File: src/rtl/dsadc_pkg.sv
package dsadc_pkg;

    typedef enum logic [1:0] {
        PH_IDLE     = 2'd0,
        PH_SETTLE   = 2'd1,
        PH_RUNUP    = 2'd2,
        PH_RUNDOWN  = 2'd3
    } phase_e;

    typedef struct packed {
        logic discharge;
        logic pick_input;
        logic pick_ref;
    } sw_t;

    function automatic sw_t phase_switches(phase_e ph);
        sw_t s;
        s = '0;
        case (ph)
            PH_SETTLE:  s.discharge  = 1'b1;
            PH_RUNUP:   s.pick_input = 1'b1;
            PH_RUNDOWN: s.pick_ref   = 1'b1;
            default:    s = '0;
        endcase
        return s;
    endfunction

endpackage

File: src/rtl/dsadc_sync.sv
module dsadc_sync #(
    parameter int STAGES = 2
) (
    input  logic clk,
    input  logic rst,
    input  logic d,
    output logic q
);
    logic [STAGES-1:0] chain;

    always_ff @(posedge clk) begin
        if (rst) chain <= '0;
        else     chain <= {chain[STAGES-2:0], d};
    end

    assign q = chain[STAGES-1];
endmodule

File: src/rtl/dsadc_counter.sv
module dsadc_counter #(
    parameter int W = 8
) (
    input  logic         clk,
    input  logic         rst,
    input  logic         clr,
    input  logic         en,
    output logic [W-1:0] q,
    output logic         at_max
);
    always_ff @(posedge clk) begin
        if (rst || clr) q <= '0;
        else if (en)    q <= q + 1'b1;
    end

    assign at_max = &q;


    cnt_step_chk: assert property (@(posedge clk) disable iff (rst)
        (!clr && en && !at_max) |=> (q == $past(q) + 1'b1));
endmodule

File: src/rtl/dsadc_fsm.sv
module dsadc_fsm import dsadc_pkg::*; #(
    parameter int CNT_W = 8,
    parameter int SET_W = 4,
    parameter int N_REF = 100
) (
    input  logic             clk,
    input  logic             rst,
    input  logic             start,
    input  logic [SET_W-1:0] settle_len,
    input  logic             cmp_hi,
    input  logic [CNT_W-1:0] cnt,
    input  logic             cnt_max,
    output logic             cnt_clr,
    output logic             cnt_en,
    output phase_e           phase,
    output logic             done,
    output logic [CNT_W-1:0] result,
    output logic             overrange
);
    localparam int RUNUP_LAST = N_REF - 1;

    phase_e           phase_q, phase_d;
    logic [SET_W-1:0] eff_len;
    logic             settle_last, runup_last;
    logic             finish, finish_ovr;

    assign eff_len     = (settle_len == '0) ? SET_W'(1) : settle_len;
    assign settle_last = (32'(cnt) == 32'(eff_len) - 32'd1);
    assign runup_last  = (32'(cnt) == 32'(RUNUP_LAST));

    always_comb begin
        phase_d    = phase_q;
        cnt_clr    = 1'b0;
        cnt_en     = 1'b0;
        finish     = 1'b0;
        finish_ovr = 1'b0;
        case (phase_q)
            PH_IDLE: begin
                cnt_clr = 1'b1;
                if (start) phase_d = PH_SETTLE;
            end
            PH_SETTLE: begin
                if (settle_last) begin
                    phase_d = PH_RUNUP;
                    cnt_clr = 1'b1;
                end else begin
                    cnt_en = 1'b1;
                end
            end
            PH_RUNUP: begin
                if (runup_last) begin
                    phase_d = PH_RUNDOWN;
                    cnt_clr = 1'b1;
                end else begin
                    cnt_en = 1'b1;
                end
            end
            PH_RUNDOWN: begin
                if (!cmp_hi) begin
                    finish = 1'b1;
                end else if (cnt_max) begin
                    finish     = 1'b1;
                    finish_ovr = 1'b1;
                end else begin
                    cnt_en = 1'b1;
                end
                if (finish) begin
                    phase_d = PH_IDLE;
                    cnt_clr = 1'b1;
                end
            end
            default: phase_d = PH_IDLE;
        endcase
    end

    always_ff @(posedge clk) begin
        if (rst) begin
            phase_q   <= PH_IDLE;
            done      <= 1'b0;
            result    <= '0;
            overrange <= 1'b0;
        end else begin
            phase_q <= phase_d;
            done    <= finish;
            if (finish) begin
                result    <= finish_ovr ? '1 : cnt;
                overrange <= finish_ovr;
            end
        end
    end

    assign phase = phase_q;


    start_accept_chk: assert property (@(posedge clk) disable iff (rst)
        (phase_q == PH_IDLE && start) |=> (phase_q == PH_SETTLE));


    rundown_zero_chk: assert property (@(posedge clk) disable iff (rst)
        (phase_q == PH_RUNDOWN && $past(phase_q) == PH_RUNUP) |-> (cnt == '0));


    done_pulse_chk: assert property (@(posedge clk) disable iff (rst)
        done |=> !done);


    ovr_full_chk: assert property (@(posedge clk) disable iff (rst)
        overrange |-> (&result));
endmodule

File: src/rtl/dsadc_ctrl.sv
module dsadc_ctrl import dsadc_pkg::*; #(
    parameter int CNT_W = 8,
    parameter int SET_W = 4,
    parameter int N_REF = 100
) (
    input  logic             clk,
    input  logic             rst,
    input  logic             start,
    input  logic [SET_W-1:0] settle_len,
    input  logic             cmp_pos,
    output logic             sw_reset,
    output logic             sw_input,
    output logic             sw_ref,
    output logic             busy,
    output logic             done,
    output logic [CNT_W-1:0] result,
    output logic             overrange
);
    localparam int SYNC_STAGES = 2;

    logic             cmp_s;
    logic [CNT_W-1:0] cnt;
    logic             cnt_max, cnt_clr, cnt_en;
    phase_e           phase;
    sw_t              sw;

    dsadc_sync #(.STAGES(SYNC_STAGES)) u_sync (
        .clk (clk),
        .rst (rst),
        .d   (cmp_pos),
        .q   (cmp_s)
    );

    dsadc_counter #(.W(CNT_W)) u_cnt (
        .clk    (clk),
        .rst    (rst),
        .clr    (cnt_clr),
        .en     (cnt_en),
        .q      (cnt),
        .at_max (cnt_max)
    );

    dsadc_fsm #(.CNT_W(CNT_W), .SET_W(SET_W), .N_REF(N_REF)) u_fsm (
        .clk        (clk),
        .rst        (rst),
        .start      (start),
        .settle_len (settle_len),
        .cmp_hi     (cmp_s),
        .cnt        (cnt),
        .cnt_max    (cnt_max),
        .cnt_clr    (cnt_clr),
        .cnt_en     (cnt_en),
        .phase      (phase),
        .done       (done),
        .result     (result),
        .overrange  (overrange)
    );

    assign sw       = phase_switches(phase);
    assign sw_reset = sw.discharge;
    assign sw_input = sw.pick_input;
    assign sw_ref   = sw.pick_ref;
    assign busy     = (phase != PH_IDLE);


    sw_excl_chk: assert property (@(posedge clk) disable iff (rst)
        $onehot0({sw_reset, sw_input, sw_ref}));


    done_idle_chk: assert property (@(posedge clk) disable iff (rst)
        done |-> !busy);
endmodule

File: config.mk
export PLATFORM = sky130hd
export DESIGN_NAME = dsadc_ctrl
export DESIGN_NICKNAME = d
export VERILOG_FILES = /design/src/rtl/dsadc_pkg.sv /design/src/rtl/dsadc_sync.sv /design/src/rtl/dsadc_counter.sv /design/src/rtl/dsadc_fsm.sv /design/src/rtl/dsadc_ctrl.sv
export SDC_FILE = /design/constraint.sdc
export NUM_CORES = 1
export LEC_CHECK = 0
export BUFFER_PORTS_ARGS = -buffer_cell sky130_fd_sc_hd__buf_4
export CAP_MARGIN = 20
export CORE_ASPECT_RATIO = 0.9
export CORE_UTILIZATION = 53
export DETAILED_ROUTE_END_ITERATION = 8
export GPL_TIMING_DRIVEN = 0
export MAX_ROUTING_LAYER = met4
export PLACE_DENSITY = 0.81
export REMOVE_ABC_BUFFERS = 1
export SLEW_MARGIN = 20
export SYNTH_ARGS = -nofsm -noshare
export SYNTH_HDL_FRONTEND = slang
export SYNTH_HIERARCHICAL = 1
export SYNTH_SLANG_ARGS = --single-unit
File: constraint.sdc
create_clock -name clk -period 3 [get_ports clk]
set_input_delay 0.15 -clock clk [delete_from_list [all_inputs] [get_ports clk]]
set_output_delay 0.15 -clock clk [all_outputs]
set_load 0.03 [all_outputs]
==> results of run 1 <==
==> worst reg2reg max path, stage by stage, from the launching register on <==
cell	delay, ns
dfxtp_1	0.53
inv_1	0.11
o22ai_1	0.24
a211oi_1	0.15
nand3_1	0.16
a21oi_1	0.10
nor2_1	0.41
nand3_1	0.24
or3_2	0.46
a21oi_1	0.15
==> layer usage <==
layer | vias up | routed length, um | track usage (%)
met5 | - | 0 | -
met4 | 0 | 53 | 7.22
met2 | 37 | 1220 | 42.4
met3 | 9 | 105 | 6.00
met1 | 487 | 1050 | 25.7
li1 | 515 | - | -
==> layout by cell type (no fill, tap or decap), types with 2 or more instances in the layout <==
master	n
xnor2_1	2
o21ai_0	2
nand3_1	4
ha_1	7
buf_4	21
dfxtp_1	22
a21oi_1	6
xor2_1	5
or3_2	2
nand4_1	3
nand2_1	4
nor2_1	25
nand2b_1	3
inv_1	8
mux2i_1	2
clkbuf_4	3
nor2b_1	4
nor3_1	12
a211oi_1	4
==> flip-flops by register name, summed over array words and instances (netlist names) <==
name / flops
u_fsm/result: 8
u_fsm/overrange: 1
u_fsm/done: 1
u_sync/chain: 2
u_cnt/q: 8
u_fsm/phase: 2
==> cell type report <==
| class | instances | share of cell area (%) |
|---|---|---|
| inverter | 11 | 3.31 |
| clock buffer | 3 | 1.66 |
| sequential | 22 | 32.4 |
| multi-input combinational | 101 | 46.6 |
| clock inverter | 1 | 2.21 |
| timing repair buffer | 21 | 11.6 |
| tap | 25 | 2.30 |
==> metrics by stage <==
step                      setup slack [ns]  cell area [um^2]  power [mW]
after floorplan                      0.749              1120       0.674
after global placement               0.365              1310       0.789
after detailed placement             0.285              1310       0.799
after CTS                            0.430              1360        1.02
after global routing                 0.137              1360        1.09
final                                0.389              1360        1.02
==> kinds of logic (layout without fill, tap and decap cells) <==
logic type                 Yosys count  in the layout  share of synthesized area, %
AOI/OAI and AO/OA                   21             21                          12.4
buffers and inverters               14             36                          5.82
xor gates and xnor gates             7              7                          5.38
adders and majority gates            7              7                          7.68
muxes                                2              2                          1.76
DFF                                 22             22                          38.6
and+or+nand+nor                     64             64                          28.3
==> power groups by stage <==
stage               clock network [mW]  logic [mW]  registers [mW]
finish                           0.222       0.434           0.365
global route                     0.244       0.479           0.372
CTS                              0.226       0.433           0.365
detailed placement                   0       0.427           0.372
global placement                     0       0.420           0.369
floorplan                            0       0.277           0.396
==> final timing paths <==
check                                      from         endpoint  cells after the start
worst min-delay path                    cmp_pos  u_sync/chain[0]                      2
worst min register to register  u_sync/chain[0]  u_sync/chain[1]                      1
worst max-delay path                 u_cnt/q[0]       u_cnt/q[5]                      9
worst max register to register       u_cnt/q[0]       u_cnt/q[5]                      9
==> run metrics, run 1 <==
status=finished clean; CTS resizes=0; worst-margin pin slew=roughly 0.69 ns; largest net degree at the start of global routing=17; Routed Wire Length=2.42 mm; cts hold-fix bufs=0; Synth top cells by count=25 x nor2_1, 22 x dfxtp_1, 12 x nor3_1; LEAKAGE=~0.56 nW; sw frac=37.8%; layout cell share with drive strength beyond 1=approximately 22%; Yosys warning count=6; clk_lat worst skew=0.30 ns; ranking of synthesized cells by area=dfxtp_1 39%, nor2_1 8.2%, ha_1 7.7%; maximum clock path buffer count=2; Die Width=between 50 and 60 um; Crit path arrival time=2.86 ns; final setup fails=0; Max-Cap Viols=0; #FFs+latches synth=22; total gr overflow=0; Logic pwr share=roughly 43%; Critical path buffers and inverters=1; Fin Clk Skew=around 0.0017 ns; vias in the first global route=about 950; worst rel slew slack=between 50% and 60%; Final ANT Viol Nets=0; delay-heaviest family, CP=simple AND/OR/NAND/NOR gates; Synth Instances=approximately 140; Distinct cells, synth=39; flop-to-flop setup slack=0.39 ns; Final min period=around 2.6 ns; CTS tree=yes; area leader, netlist=dfxtp_1; clk sinks=22; Initial Utilization=between 50 and 60%; hpwl dp=between 1.5 and 2 mm; utilization after layout=between 60% and 70%; Port Buffer Count=21; CTS buffer count=3; initial antenna violation count=0; # DRC=0; DR vias=~1000; sw power=about 390 uW; count leader, synth=nor2_1; most used flip-flop cell after synthesis=dfxtp_1; Worst Hold Class=in2reg; Setup CP Type=reg2reg; VDD IR max=0.437 mV; hold_ws=0.0578 ns; post-CTS setup buffer count=0; Core Region=0.00197 mm^2; Total GRT Usage=23.5%; max-slew violations=0; clock network power share=about 22%; chip height=approximately 46 um; kind of end point of the critical path=register; Int Pwr=roughly 640 uW; Pre-antenna DRT Iters=4; GPL Wtd Cong=just over 0.8; number of fill cells=roughly 170; Register Area=440 um^2; Synth Cell Area=0.00114 mm^2; asr flop ratio synth=0%; combined area of the multi-input logic cells=~630 um^2; EDFF count, synth=0; Layout Cells excl Fill=approximately 180; Hold Vio Cnt, Final=0; clk slew on worst S/H paths=0.12 ns; crit path cell chain=inv_1, o22ai_1, a211oi_1, nand3_1, a21oi_1, nor2_1, nand3_1, or3_2, a21oi_1; share of Yosys cell area claimed by the top area cell type=38.6%; CP startpoint kind=register; first-pass GRT wire length=between 3 and 4 mm; placed cell count=between 150 and 200; Peak Freq=about 0.38 GHz; NumNets Final=175; row count=15; Ports=22; Crit path largest cell delay=~0.53 ns; diode count=0; sequential share of the synthesized area=about two fifths; average size of a mapped cell=between 8 and 9 um^2; Crit Path Max Fanout=8; Power Dens Cells=approximately 750 mW/mm^2; sequential share of power=35.7%; Final period util=between 80 and 90%; Vias/cell=between 5 and 6; unrepaired setup endpoints after global routing=false; Worst Path Required=~3.3 ns; Starting DRT DRC Count=43; final setup TNS=0 ns; CP max stage cell=dfxtp_1; H-Tree Depth=1; Die ar.=~0.0023 mm^2; Layout area overhead=19.3%; clk root buf=clkbuf_4; routed len/inst=approximately 13 um
Note: power is estimated with default switching activity, not from simulation.
==> run 2: changes to the inputs <==
Settings changed: CORE_UTILIZATION 53 to 56, CTS_BUF_LIST from default to sky130_fd_sc_hd__clkbuf_8, PLACE_DENSITY 0.81 to 0.85.
==> run 2 against run 1 <==
  * Setup slack got worse by 0.041 ns
  * First-iteration DRC count fell by 28%
  * Non-clock buffer count did not move
  * Via count rose by 0.67%
  * Core utilization rose by 2.2 points
  * Die area fell by 5.1%
  * Power fell by 0.52%
  * Global-route usage fell by 0.36 points
  * Count of clock-buffer cells in the layout rose by 1
  * Fmax fell by 1.5%
  * Cell count did not move
  * Flip-flop and latch count did not move
  * Highest routed layer unchanged
==> run metrics, run 2 (synthesized netlist as in run 1, its figures left out) <==
status=finished clean; Final period util=88.4% (+1.4 points); reg2reg end=u_cnt/q[1]; Top Registers=u_cnt/q x8, u_fsm/result x8; Final ANT Viol Nets=0 (unchanged); Power Dens Cells=745 mW/mm^2 (-0.70%); clk sinks=22 (unchanged); Worst Reg-to-Reg Cells=9 (unchanged); Die Width=49.6 um (-2.6%); design area=0.00136 mm^2 (+0.18%); Vias/cell=5.73 (+0.67%); CTS resizes=0 (unchanged); LEAKAGE=0.564 nW (+0.15%); cell count of the worst hold path=2 (unchanged); final setup TNS=0 ns (unchanged); Crit Path Max Fanout=10 (+2); initial antenna violation count=0 (unchanged); Peak Freq=0.377 GHz (-1.5%); CTS buffer count=3 (unchanged); routed len/inst=13.5 um (+2.9%); CTS tree=yes; Final min period=2.65 ns (+0.0409 ns); cts hold-fix bufs=0 (unchanged); total gr overflow=0 (unchanged); Core Region=0.00191 mm^2 (-2.9%); commonest non-fill, non-tap cells in the layout=25 x nor2_1, 22 x dfxtp_1, 21 x buf_4, 12 x nor3_1, 8 x inv_1; hpwl dp=1.64 mm (-6.8%); maximum clock path buffer count=2 (unchanged); Routed Wire Length=2.49 mm (+2.9%); row count=15 (unchanged); H-Tree Depth=1 (unchanged); NumNets Final=175 (unchanged); Hold Vio Cnt, Final=0 (unchanged); Worst Path Required=3.15 ns (-0.10 ns); Die ar.=0.00222 mm^2 (-5.1%); Worst Min Path Start=cmp_pos; clk root buf=clkbuf_8; max-slew violations=0 (unchanged); Worst Hold Class=in2reg; VDD IR max=0.489 mV (+12%); GPL Wtd Cong=0.786 (-3.4%); commonest non-fill, non-tap cell in the layout=nor2_1; number of fill cells=164 (-1.2%); Placement Cell Area=0.00131 mm^2 (unchanged); unrepaired setup endpoints after global routing=false; clk_lat worst skew=0.26 ns (-0.04 ns); Setup CP Type=reg2reg; post-CTS setup buffer count=0 (unchanged); Hold EP=u_sync/chain[0]; Port Buffer Count=21 (unchanged); worst-margin pin slew=0.746 ns (+0.0560 ns); clk slew on worst S/H paths=0.08 ns (-0.04 ns); DR vias=1055 (+0.67%); CP startpoint kind=register; chip height=44.8 um (-2.6%); kind of end point of the critical path=register; vias in the first global route=873 (-7.7%); RR Startpoint=u_cnt/q[0]; flop-to-flop setup slack=0.35 ns (-0.04 ns); Ports=22 (unchanged); Max-Cap Viols=0 (unchanged); Pre-antenna DRT Iters=5 (+1); layout cell share with drive strength beyond 1=22.0% (unchanged); Crit path arrival time=2.80 ns (-0.06 ns); Fin Clk Skew=0.00574 ns (+0.00406 ns); Layout area overhead=19.5%; # DRC=0 (unchanged); diode count=0 (unchanged); largest net degree at the start of global routing=17 (unchanged); worst rel slew slack=50.1% (-3.7 points); final setup fails=0 (unchanged); Total GRT Usage=23.1% (-0.36 points); Initial Utilization=59.5% (+1.7 points); Starting DRT DRC Count=31 (-28%); first-pass GRT wire length=3.80 mm (-2.8%)
## run 2: per-layer routing
metal	wire length, um	track usage, %	vias up
met1	1150	29.6	495
met2	1200	36.8	45
met4	21	10.9	0
met3	119	3.03	2
li1	-	-	513
met5	0	-	-
## run 2: final cells by class
class	count	area [um^2]	share of cell area, %
Multi-Input combinational cell	101	633	46.5
Clock buffer	4	55.1	4.04
Sequential cell	22	440	32.3
Timing Repair Buffer	21	158	11.6
Tap cell	25	31.3	2.30
Inverter	11	45.0	3.31
## run 2: how the worst max path moves through the flow
stage	startpoint	endpoint	slack [ns]	depth (start not counted)
global placement	settle_len[3]	u_cnt/q[5]	0.40	13
global route	u_cnt/q[0]	u_cnt/q[1]	0.11	9
floorplan	settle_len[3]	u_cnt/q[5]	0.75	12
CTS	u_cnt/q[0]	u_cnt/q[1]	0.39	9
detailed placement	settle_len[3]	u_cnt/q[5]	0.32	13
finish	u_cnt/q[0]	u_cnt/q[1]	0.35	9
## run 2: where the power goes
part	total (mW)	leakage, nW	internal, mW	switching, mW
combinational	0.441	0.357	0.175	0.265
clock	0.210	0.0288	0.117	0.0928
sequential	0.365	0.178	0.326	0.0389
total	1.02	0.564	0.618	0.397
## run 2: metrics by stage
step | hold slack, ns | setup WS, ns | power (mW) | util, % | std cells
3_3_place_gp | 0.359 | 0.397 | 0.781 | 68.3 | 180
4_1_cts | 0.101 | 0.386 | 1.01 | 71.2 | 184
6_report | 0.0976 | 0.348 | 1.02 | 71.2 | 184
2_1_floorplan | 0.222 | 0.749 | 0.674 | - | 134
3_5_place_dp | 0.371 | 0.317 | 0.797 | 68.3 | 180
5_1_grt | 0.117 | 0.112 | 1.07 | 71.2 | 184
## run 2: worst max-delay path, cell delays in order, from the launching register on
cell,delay (ns)
dfxtp_1,0.51
ha_1,0.30
nand2_1,0.09
nor3_1,0.27
clkinvlp_2,0.22
a21boi_1,0.64
a211oi_1,0.11
o21ai_1,0.11
or2_2,0.21
nor2_1,0.08
==> run 3: changes to the inputs <==
Settings changed: ABC_AREA from default to 1, CORE_UTILIZATION 56 to 57.
==> run 3 against run 2 <==
  * Sequential share of layout area decreased by 2.7 points
  * First-iteration DRC count decreased by 19%
  * Setup slack improved by 0.055 ns
  * Fmax increased by 2.1%
  * Hold slack got worse by 0.0099 ns
  * Non-clock buffer count unchanged
  * Synthesized area increased by 9.3%
  * Sequential power about the same
==> run metrics, run 3 <==
commonest non-fill, non-tap cell in the layout=inv_1; clk slew on worst S/H paths=0.08 ns (about the same); Distinct cells, synth=22 (-44%); Int Pwr=598 uW (-3.4%); Most common cell on crit path=nor3_1; Setup CP Type=reg2reg; first-pass GRT wire length=4.41 mm (+16%); post-CTS setup buffer count=0 (unchanged); Logic pwr share=41.8% (-1.6 points); vias in the first global route=1066 (+22%); count leader, synth=inv_1; CTS resizes=0 (unchanged); H-Tree Depth=1 (unchanged); Peak Freq=0.385 GHz (+2.1%); main combinational cell family by area after synthesis=simple AND/OR/NAND/NOR gates; design area=0.00149 mm^2 (+9.1%); Port Buffer Count=21 (unchanged); area leader, netlist=dfxtp_1; most used flip-flop cell after synthesis=dfxtp_1; Power Dens Cells=672 mW/mm^2 (-9.8%); share of Yosys cell area claimed by the top area cell type=35.3% (-3.3 points); Worst Hold Class=in2reg; Routed Wire Length=2.74 mm (+10%); worst rel slew slack=60.4% (+10 points); kind of end point of the critical path=register; Top Registers=u_cnt/q x8, u_fsm/result x8; #FFs+latches synth=22 (unchanged); Max-Cap Viols=0 (unchanged); sw power=401 uW (+1.1%); hpwl dp=1.94 mm (+19%); CP max stage cell=a21oi_1; clk sinks=22 (unchanged); total gr overflow=0 (unchanged); Starting DRT DRC Count=25 (-19%); max-slew violations=0 (unchanged); asr flop ratio synth=0% (unchanged); commonest non-fill, non-tap cells in the layout=42 x inv_1, 34 x nand2_1, 22 x nor2_1, 22 x dfxtp_1, 21 x buf_4; largest net degree at the start of global routing=15 (-2); DR vias=1209 (+15%); Final min period=2.60 ns (-0.0550 ns); CP startpoint kind=register; worst-margin pin slew=0.593 ns (-0.153 ns); Crit path largest cell delay=0.51 ns (-0.13 ns); Register Area=440 um^2 (unchanged); adder-cell share of the synthesized area=7.03% (-0.66 points); combined area of the multi-input logic cells=633 um^2 (unchanged); CTS tree=yes; GPL Wtd Cong=0.856 (+8.9%); clock network power share=21.3% (+0.7 points); diode count=0 (unchanged); sequential share of power=36.8% (+0.9 points); Layout Cells excl Fill=228 (+24%); layout cell share with drive strength beyond 1=20.7% (-1.3 points); Die ar.=0.00238 mm^2 (+7.1%); ranking of synthesized cells by area=dfxtp_1 35%, inv_1 13%, nand2_1 10%; LEAKAGE=0.704 nW (+25%); row count=15 (unchanged); average size of a mapped cell=6.96 um^2 (-16%); Total GRT Usage=26.8% (+3.7 points); Final period util=86.6% (-1.8 points); Pre-antenna DRT Iters=4 (-1); Crit Path Max Fanout=7 (-3); Worst Path Required=3.15 ns (about the same); Hold Vio Cnt, Final=0 (unchanged); Yosys warning count=6 (unchanged); Synth top cells by count=42 x inv_1, 34 x nand2_1, 22 x dfxtp_1, 22 x nor2_1; Final ANT Viol Nets=0 (unchanged); placed cell count=224 (+24%); Crit path arrival time=2.75 ns (-0.05 ns); Placement Cell Area=0.00143 mm^2 (+9.5%); Core Region=0.00199 mm^2 (+3.9%); chip height=46.4 um (+3.5%); Compound-Gate Fraction of Synth Area=12.7% (+0.25 points); cts hold-fix bufs=0 (unchanged); Synth Instances=179 (+31%); Die Width=51.3 um (+3.5%); NumNets Final=219 (+25%); Ports=22 (unchanged); initial antenna violation count=0 (unchanged); Layout area overhead=19.3%; number of fill cells=158 (-3.7%); Synth Area in XOR/XNOR=0% (-5.4 points); total power=999 uW (-1.6%); crit path cell chain=ha_1, nand4_1, nor3_1, nor3_1, a21oi_4, a21oi_1, nand3_1, o21ai_0, nor2_1; clk root buf=clkbuf_8; sequential share of the synthesized area=35.3% (-3.3 points); routed len/inst=12.0 um (-11%); VDD IR max=0.519 mV (+6.0%); final setup TNS=0 ns (unchanged); maximum clock path buffer count=2 (unchanged); Synth Cell Area=0.00125 mm^2 (+9.3%); multiplexer area fraction after synthesis=0% (-1.8 points); Vias/cell=5.30 (-7.5%); Initial Utilization=62.6% (+3.1 points); Post-Synth Simple-Gate Area=31.1% (+2.8 points); hold_ws=0.0877 ns (-0.00992 ns); EDFF count, synth=0 (unchanged); status=finished clean; Fin Clk Skew=0.00157 ns (-0.00417 ns); final setup fails=0 (unchanged); unrepaired setup endpoints after global routing=false; clk_lat worst skew=0.26 ns (about the same); CTS buffer count=3 (unchanged); # DRC=0 (unchanged); sw frac=40.2% (+1.1 points)
==> run 3: cell types whose count changed after synthesis, sizes merged, moves of 3 or more <==
cell,previous run,this run
inv,10,45
a221oi,1,7
xor2,5,0
a211oi,4,1
nor2b,4,0
nor3,12,7
nand2b,3,0
nand3,5,9
nand2,4,37
==> run 3: area by class of cell <==
type | count | share of cell area [%]
Clock buffer | 4 | 3.70
Inverter | 45 | 11.4
Multi-Input combinational cell | 111 | 42.6
Sequential cell | 22 | 29.6
Tap cell | 25 | 2.10
Timing Repair Buffer | 21 | 10.6
==> run 3: path summary, 6_finish.rpt <==
| path | to | depth (start not counted) | startpoint | slack (ns) |
|---|---|---|---|---|
| hold / removal | u_sync/chain[0] | 3 | cmp_pos | 0.09 |
| hold reg to reg | u_sync/chain[1] | 2 | u_sync/chain[0] | 0.41 |
| setup reg to reg | u_cnt/q[4] | 9 | u_cnt/q[0] | 0.40 |
| setup / recovery | u_cnt/q[4] | 9 | u_cnt/q[0] | 0.40 |
==> run 3: worst max-delay path, delay by kind of cell, from the launching register on <==
family | cells | cell delay, ns
AND/OR/NAND/NOR | 5 | 0.95
flip-flops | 1 | 0.38
adder cells (fa/ha/maj) | 1 | 0.26
AO/OA/AOI/OAI | 3 | 0.89
==> run 3: cell families after synthesis <==
group,after synthesis
simple gates,82
compound gates,22
fa+ha+maj,7
flops,22
buf+inv,46
==> run 3: routing by layer <==
metal  up-vias  track usage (%)  routed length [um]
met5         -                -                   0
li1        610                -                   -
met2        38             47.1                1310
met3         9             3.96                 113
met1       552             28.7                1230
met4         0             17.3                  81
==> run 3: stage by stage <==
stage / utilization, % / setup WS, ns
after detailed placement: 71.9 / 0.499
after global placement: 71.9 / 0.585
after CTS: 74.7 / 0.509
after global routing: 74.7 / 0.243
final: 74.7 / 0.403
after floorplan: - / 0.946
==> run 3: power groups by stage <==
stage	registers, mW	logic [mW]	clock network, mW
floorplan	0.406	0.256	0
global placement	0.373	0.397	0
detailed placement	0.376	0.410	0
CTS	0.368	0.416	0.214
global route	0.374	0.458	0.225
finish	0.368	0.418	0.213
